File: src/rtl/rd_idle_seq.sv
module rd_idle_seq #(
  parameter int NAREA = 4,
  parameter int AW    = 16,
  parameter int DW    = 16
) (
  input  logic             clk,
  input  logic             rst_n,
  input  logic             cfg_we,
  input  logic             cfg_idle_en,
  input  logic [NAREA-1:0] cfg_slow,
  input  logic             req_valid,
  input  logic [AW-1:0]    req_addr,
  output logic             req_ready,
  output logic [AW-1:0]    bus_addr,
  output logic [NAREA-1:0] bus_cs_n,
  output logic             bus_rd_n,
  input  logic [DW-1:0]    bus_data_i,
  output logic             rsp_valid,
  output logic [DW-1:0]    rsp_data
);
  localparam int AB = (NAREA > 1) ? $clog2(NAREA) : 1;

  typedef enum logic [2:0] {S_IDLE, S_GAP, S_T1, S_T2, S_T3} st_t;

  st_t              st;
  logic [AW-1:0]    cur_addr;
  logic             cur_slow;
  logic             idle_en_q;
  logic [NAREA-1:0] slow_q;

  wire [AB-1:0] req_area = req_addr[AW-1 -: AB];
  wire [AB-1:0] cur_area = cur_addr[AW-1 -: AB];
  wire last_st  = (st == S_T2 && !cur_slow) || st == S_T3;
  wire active   = (st == S_T1) || (st == S_T2) || (st == S_T3);
  wire accept   = req_valid && req_ready;
  wire need_gap = (st != S_IDLE) && idle_en_q && (req_area != cur_area);

  assign req_ready = (st == S_IDLE) || last_st;
  assign bus_addr  = cur_addr;
  assign bus_rd_n  = !active;
  assign bus_cs_n  = active ? ~(NAREA'(1) << cur_area) : '1;

  always_ff @(posedge clk or negedge rst_n) begin
    if (!rst_n) begin
      st        <= S_IDLE;
      cur_addr  <= '0;
      cur_slow  <= 1'b0;
      idle_en_q <= 1'b1;
      slow_q    <= '1;
      rsp_valid <= 1'b0;
      rsp_data  <= '0;
    end else begin
      rsp_valid <= last_st;
      if (last_st) rsp_data <= bus_data_i;
      if (cfg_we) begin
        idle_en_q <= cfg_idle_en;
        slow_q    <= cfg_slow;
      end
      if (accept) begin
        cur_addr <= req_addr;
        cur_slow <= slow_q[req_area];
        st       <= need_gap ? S_GAP : S_T1;
      end else begin
        case (st)
          S_GAP:   st <= S_T1;
          S_T1:    st <= S_T2;
          S_T2:    st <= cur_slow ? S_T3 : S_IDLE;
          default: st <= S_IDLE;
        endcase
      end
    end
  end
endmodule

File: config.mk
export PLATFORM = sky130hd
export DESIGN_NAME = rd_idle_seq
export DESIGN_NICKNAME = d
export VERILOG_FILES = /design/src/rtl/rd_idle_seq.sv
export SDC_FILE = /design/constraint.sdc
export NUM_CORES = 1
export LEC_CHECK = 0
export BUFFER_PORTS_ARGS = -buffer_cell sky130_fd_sc_hd__buf_4
export CORE_MARGIN = 5
export CORE_UTILIZATION = 35
export DETAILED_ROUTE_END_ITERATION = 10
export PLACE_DENSITY_LB_ADDON = 0.15
export SYNTH_ARGS = -nofsm -noshare
export SYNTH_HDL_FRONTEND = slang
export SYNTH_SLANG_ARGS = --single-unit
File: constraint.sdc
create_clock -name clk -period 5.3 [get_ports clk]
set_clock_uncertainty 0.15 [all_clocks]
set_input_delay 1.325 -clock clk [delete_from_list [all_inputs] [get_ports clk]]
set_output_delay 1.325 -clock clk [all_outputs]
set_load 0.02 [all_outputs]
Word level (Yosys, flattened, before mapping). Cells that the tools add are included. W data, S select, Z words.

Word-level logic and storage cells: 34. Register bits: 42.

Magnitude comparators: 1. Shift operators: 1. Muxes and demuxes: 7. Bitwise operators: 1. Equal/unequal tests: 5. Reduce and logical (&&, ||, !) cells: 12.

Operator list (count): $pmux W3 S3 (1); $eq A3 B2 Y1 const B (2); $mux W3 (2); $logic_and A1 B1 Y1 (4); $logic_or A1 B1 Y1 (4); $mux W4 (1); $not A4 Y4 (1); $shl A1 B2 Y4 const A (1); $eq A3 B1 Y1 const B (1); $eq A3 B3 Y1 const B (1); $logic_not A3 Y1 (1); $lt A2 B3 Y1 const B (1); $reduce_bool A3 Y1 (1); $bmux W1 S2 (1); $logic_not A1 Y1 (2); $mux W2 (1); $ne A2 B2 Y1 (1); $mux W1 (1).

Logic depth before layout (Yosys ltp).
Depth after elaboration: 6. Depth in mapped cells: 5. Mapped depth without buffers: 4.

Least setup slack after synthesis. Ideal clock, no wire load.

Path type: register to output. Start point: register st[1]. End point: output port bus_cs_n[0]. Setup slack: 2280 ps. Cell stages (with the launch flop): 5. Required time: 3825 ps. Path buffers: 0. Data arrival time: 1545 ps. Path through: dfrtp_1 -> nor2_1 -> a21o_1 -> inv_1 -> or3_1.

Word-level cells in the longest chain between the ends: 4. Elaborated cells on any way between the ends: 6. Those cells by class: eq/ne: 3; mux: 1; reduce/logical: 2.

RTL lines: start, declared (line 25) `st_t st;`; start signal, assigned (line 62) `st <= need_gap ? S_GAP : S_T1;`; start signal, assigned (line 67) `S_T2: st <= cur_slow ? S_T3 : S_IDLE;`; $eq A3 B2 Y1 (line 34) `wire active = (st == S_T1) || (st == S_T2) || (st == S_T3);`; $logic_or A1 B1 Y1 (line 34); $logic_or A1 B1 Y1 (*) (line 34); $mux W4 (*) (line 41) `assign bus_cs_n = active ? ~(NAREA'(1) << cur_area) : '1;`; end, declared (line 15) `output logic [NAREA-1:0] bus_cs_n,`.

Mark *: on every way between the ends. The rest lies on a longest branch, timed or not.

Final worst setup path. Ends and elaborated chain as after synthesis.

==> flow_summary.toml <==
[clock_tree]
insertion_delay_ps = 290
cts.sinks = 42
post-cts-setup-buffers = 0
htree_num_levels = 2
numCtsBuffers = 5
clkTransAtPathRegs_ps = 80
cts_tree = "done"
cts_root_buffer = "clkbuf_8"
cts_resized = 0
clock_path_buffers = 2
cts_hold_buf = 0

[sta]
period_share = 0.649
rsz0062_at_grt = "false"
maxSlewViolCount = 0
fin_ws_ps = 1860
fin_crit_ps = 3440
relSlewSlack = 0.525
hold-worst-slack_ps = 345
worst_pin_slew_ps = 709
finalHoldViolations = 0
setup-violations-final = 0
clock.fmax_ghz = 0.291
tns_ps = 0

[worst_setup_path]
reg2reg_from = "st[2]"
cp-end-kind = "output pin"
worst_r2r_endpoint = "bus_addr[9]"
path_class = "reg2out"
worstPathRequired_ps = 3830
slowest_stage = "nor2_1"
startpoint_type = "flop"
cp_max_fo = 6
worstPathCellList = "nor2_1 -> a21o_1 -> inv_1 -> or3_1 -> buf_4"
critPathArrivalTime_ps = 1960
reg2reg_slack_ps = 3250
r2r.worst_path.cells = 3
max_stage_delay_ps = 450

[power_and_ir_drop]
p_sw_w = 0.000629
power_frac_clock = 0.130
p_int_w = 0.00104
power_leakage_nw = 1.26
power_frac_comb = 0.524
pwr_density_cell_nw_per_um2 = 653
p_seq_frac = 0.346
ir_worst_vdd_mv = 0.225
switching_share = 0.377

[route]
finalWirelength_um = 3960
drc = 0
wl_per_cell_um = 14.9
postRouteAntennaNets = 0
vias_per_cell = 4.54
drtIter0Drc = 28
dr.pass1.iters = 2
num_vias = 1207

[die]
initial_core_util = 0.357
die_height_um = 81.9
io-pin-count = 80
die_w_um = 81.9
rows = 26
coreArea_um2 = 5070
fp.dieArea_um2 = 6710

[global_routing]
antenna_found_initial = 0
grt_pass1_wl_um = 6240
grtUsageTotal = 0.125
grt_max_degree = 43
grt_overflow = 0
grt_pass1_vias = 1280

[layout]
multi_input_area_um2 = 711
fin_cells = 266
final_nets = 236
n_antenna_cell = 0
final_common_cell = "buf_4"
utilization = 0.503
nFillCells = 459
syn_to_final_growth_pct = 41.2
regArea_um2 = 1060
drive_above_1_share = 0.643
final_cell_mix = "79 x buf_4, 37 x dfrtp_1, 19 x mux2_4"

[placed_design]
numPortBuffers = 79
dp.cells = 258
dp_hpwl_um = 3050
place.gp.congestion = 0.653
place_ws_ps = 2190

[yosys]
synth_top_cell_by_area = "dfrtp_1"
synthSimpleGateAreaFrac = 0.0463
synth_seq_cells = 42
ys_warn_count = 0
synth_fa_ha_area_frac = 0
synthesis.instances = 112
synth_seq_area_share = 0.584
syn_avg_cell_area_um2 = 16.2
synthFlopType = "dfrtp_1"
synthMuxAreaShare = 0.288
ys_async_sr_fraction = 1.00
synth_xor_area_frac = 0.00968
synth_edf_count = 0
synth.net_count = 153
synth_area_um2 = 1810
synthTopCellsByArea = "dfrtp_1 51%, mux2_4 16%, mux2_2 7.5%"
synth_top_family_by_area = "multiplexers"
synth_cell_type_count = 28
synth_compound_area_frac = 0.0484
synth_top_area_share = 0.512

[worst_hold_path]
hold_class = "reg2reg"
hp-start = "rsp_data[2]"
whs_path_depth = 1
holdPathEnd = "rsp_data[2]"

[flow_run]
cap_violations = 0

[run_status]
status = "complete, no violations"
-- power by group through the flow --
| stage | combinational (W) | sequential (W) | clock (W) |
|---|---|---|---|
| global route | 0.000926 | 0.000601 | 0.000238 |
| floorplan | 0.000411 | 0.000724 | 0 |
| detailed placement | 0.000888 | 0.000580 | 0 |
| CTS | 0.000888 | 0.000579 | 0.000224 |
| global placement | 0.000866 | 0.000573 | 0 |
| finish | 0.000875 | 0.000578 | 0.000217 |
-- synth_stat cells (2+ instances only) --
library cell	n
nand3b_1	2
dfstp_2	5
mux2_2	12
xnor2_1	2
nor2_1	5
inv_1	3
buf_6	2
mux2_4	19
dfrtp_1	37
mux2_1	7
-- worst max path at each step --
stage | start | end | slack [ps] | cells past startpoint
5_1_grt | st[1] | bus_cs_n[0] | 1730 | 5
6_report | st[1] | bus_cs_n[0] | 1860 | 5
2_1_floorplan | st[1] | bus_cs_n[0] | 2280 | 4
3_3_place_gp | st[1] | bus_cs_n[0] | 2260 | 5
4_1_cts | st[1] | bus_cs_n[0] | 1870 | 5
3_5_place_dp | st[1] | bus_cs_n[0] | 2190 | 5
-- worst max-delay path, delay by kind of cell (launching register included) --
kind,cells,cell delay [ps]
buffers and inverters,2,230
flip-flops,1,440
AND/OR/NAND/NOR,2,750
AO/OA/AOI/OAI,1,260
-- area by class of cell --
cell class | count | area share
clock inverters | 1 | 0.00343
clock buffers | 7 | 0.0338
inverters | 3 | 0.00441
well taps | 70 | 0.0343
flip-flops and latches | 42 | 0.414
repair buffers | 79 | 0.232
multi-input cells | 64 | 0.278
-- state kept, by name, indices dropped and copies added (netlist names) --
signal,count
st,3
idle_en_q,1
cur_slow,1
slow_q,4
bus_addr,16
rsp_data,16
rsp_valid,1
-- cell families after synthesis --
kind of cell	Yosys count
AO/OA/AOI/OAI	9
multiplexers	39
XOR/XNOR	2
AND/OR/NAND/NOR	14
buffers and inverters	6
flip-flops	42
-- per-layer routing --
layer | share of wire | global-route usage | wire [um]
met5 | 0 | 0 | 0
met4 | 0.013 | 0.0465 | 51
met3 | 0.062 | 0.0384 | 247
met2 | 0.53 | 0.214 | 2110
met1 | 0.39 | 0.146 | 1550
-- per-stage QoR --
| stage | total power [W] | cell area (um^2) |
|---|---|---|
| 2_1_floorplan | 0.00114 | 1810 |
| 3_3_place_gp | 0.00144 | 2460 |
| 6_report | 0.00167 | 2550 |
| 3_5_place_dp | 0.00147 | 2460 |
| 5_1_grt | 0.00176 | 2550 |
| 4_1_cts | 0.00169 | 2550 |
Power figures use the tool's default switching activity.
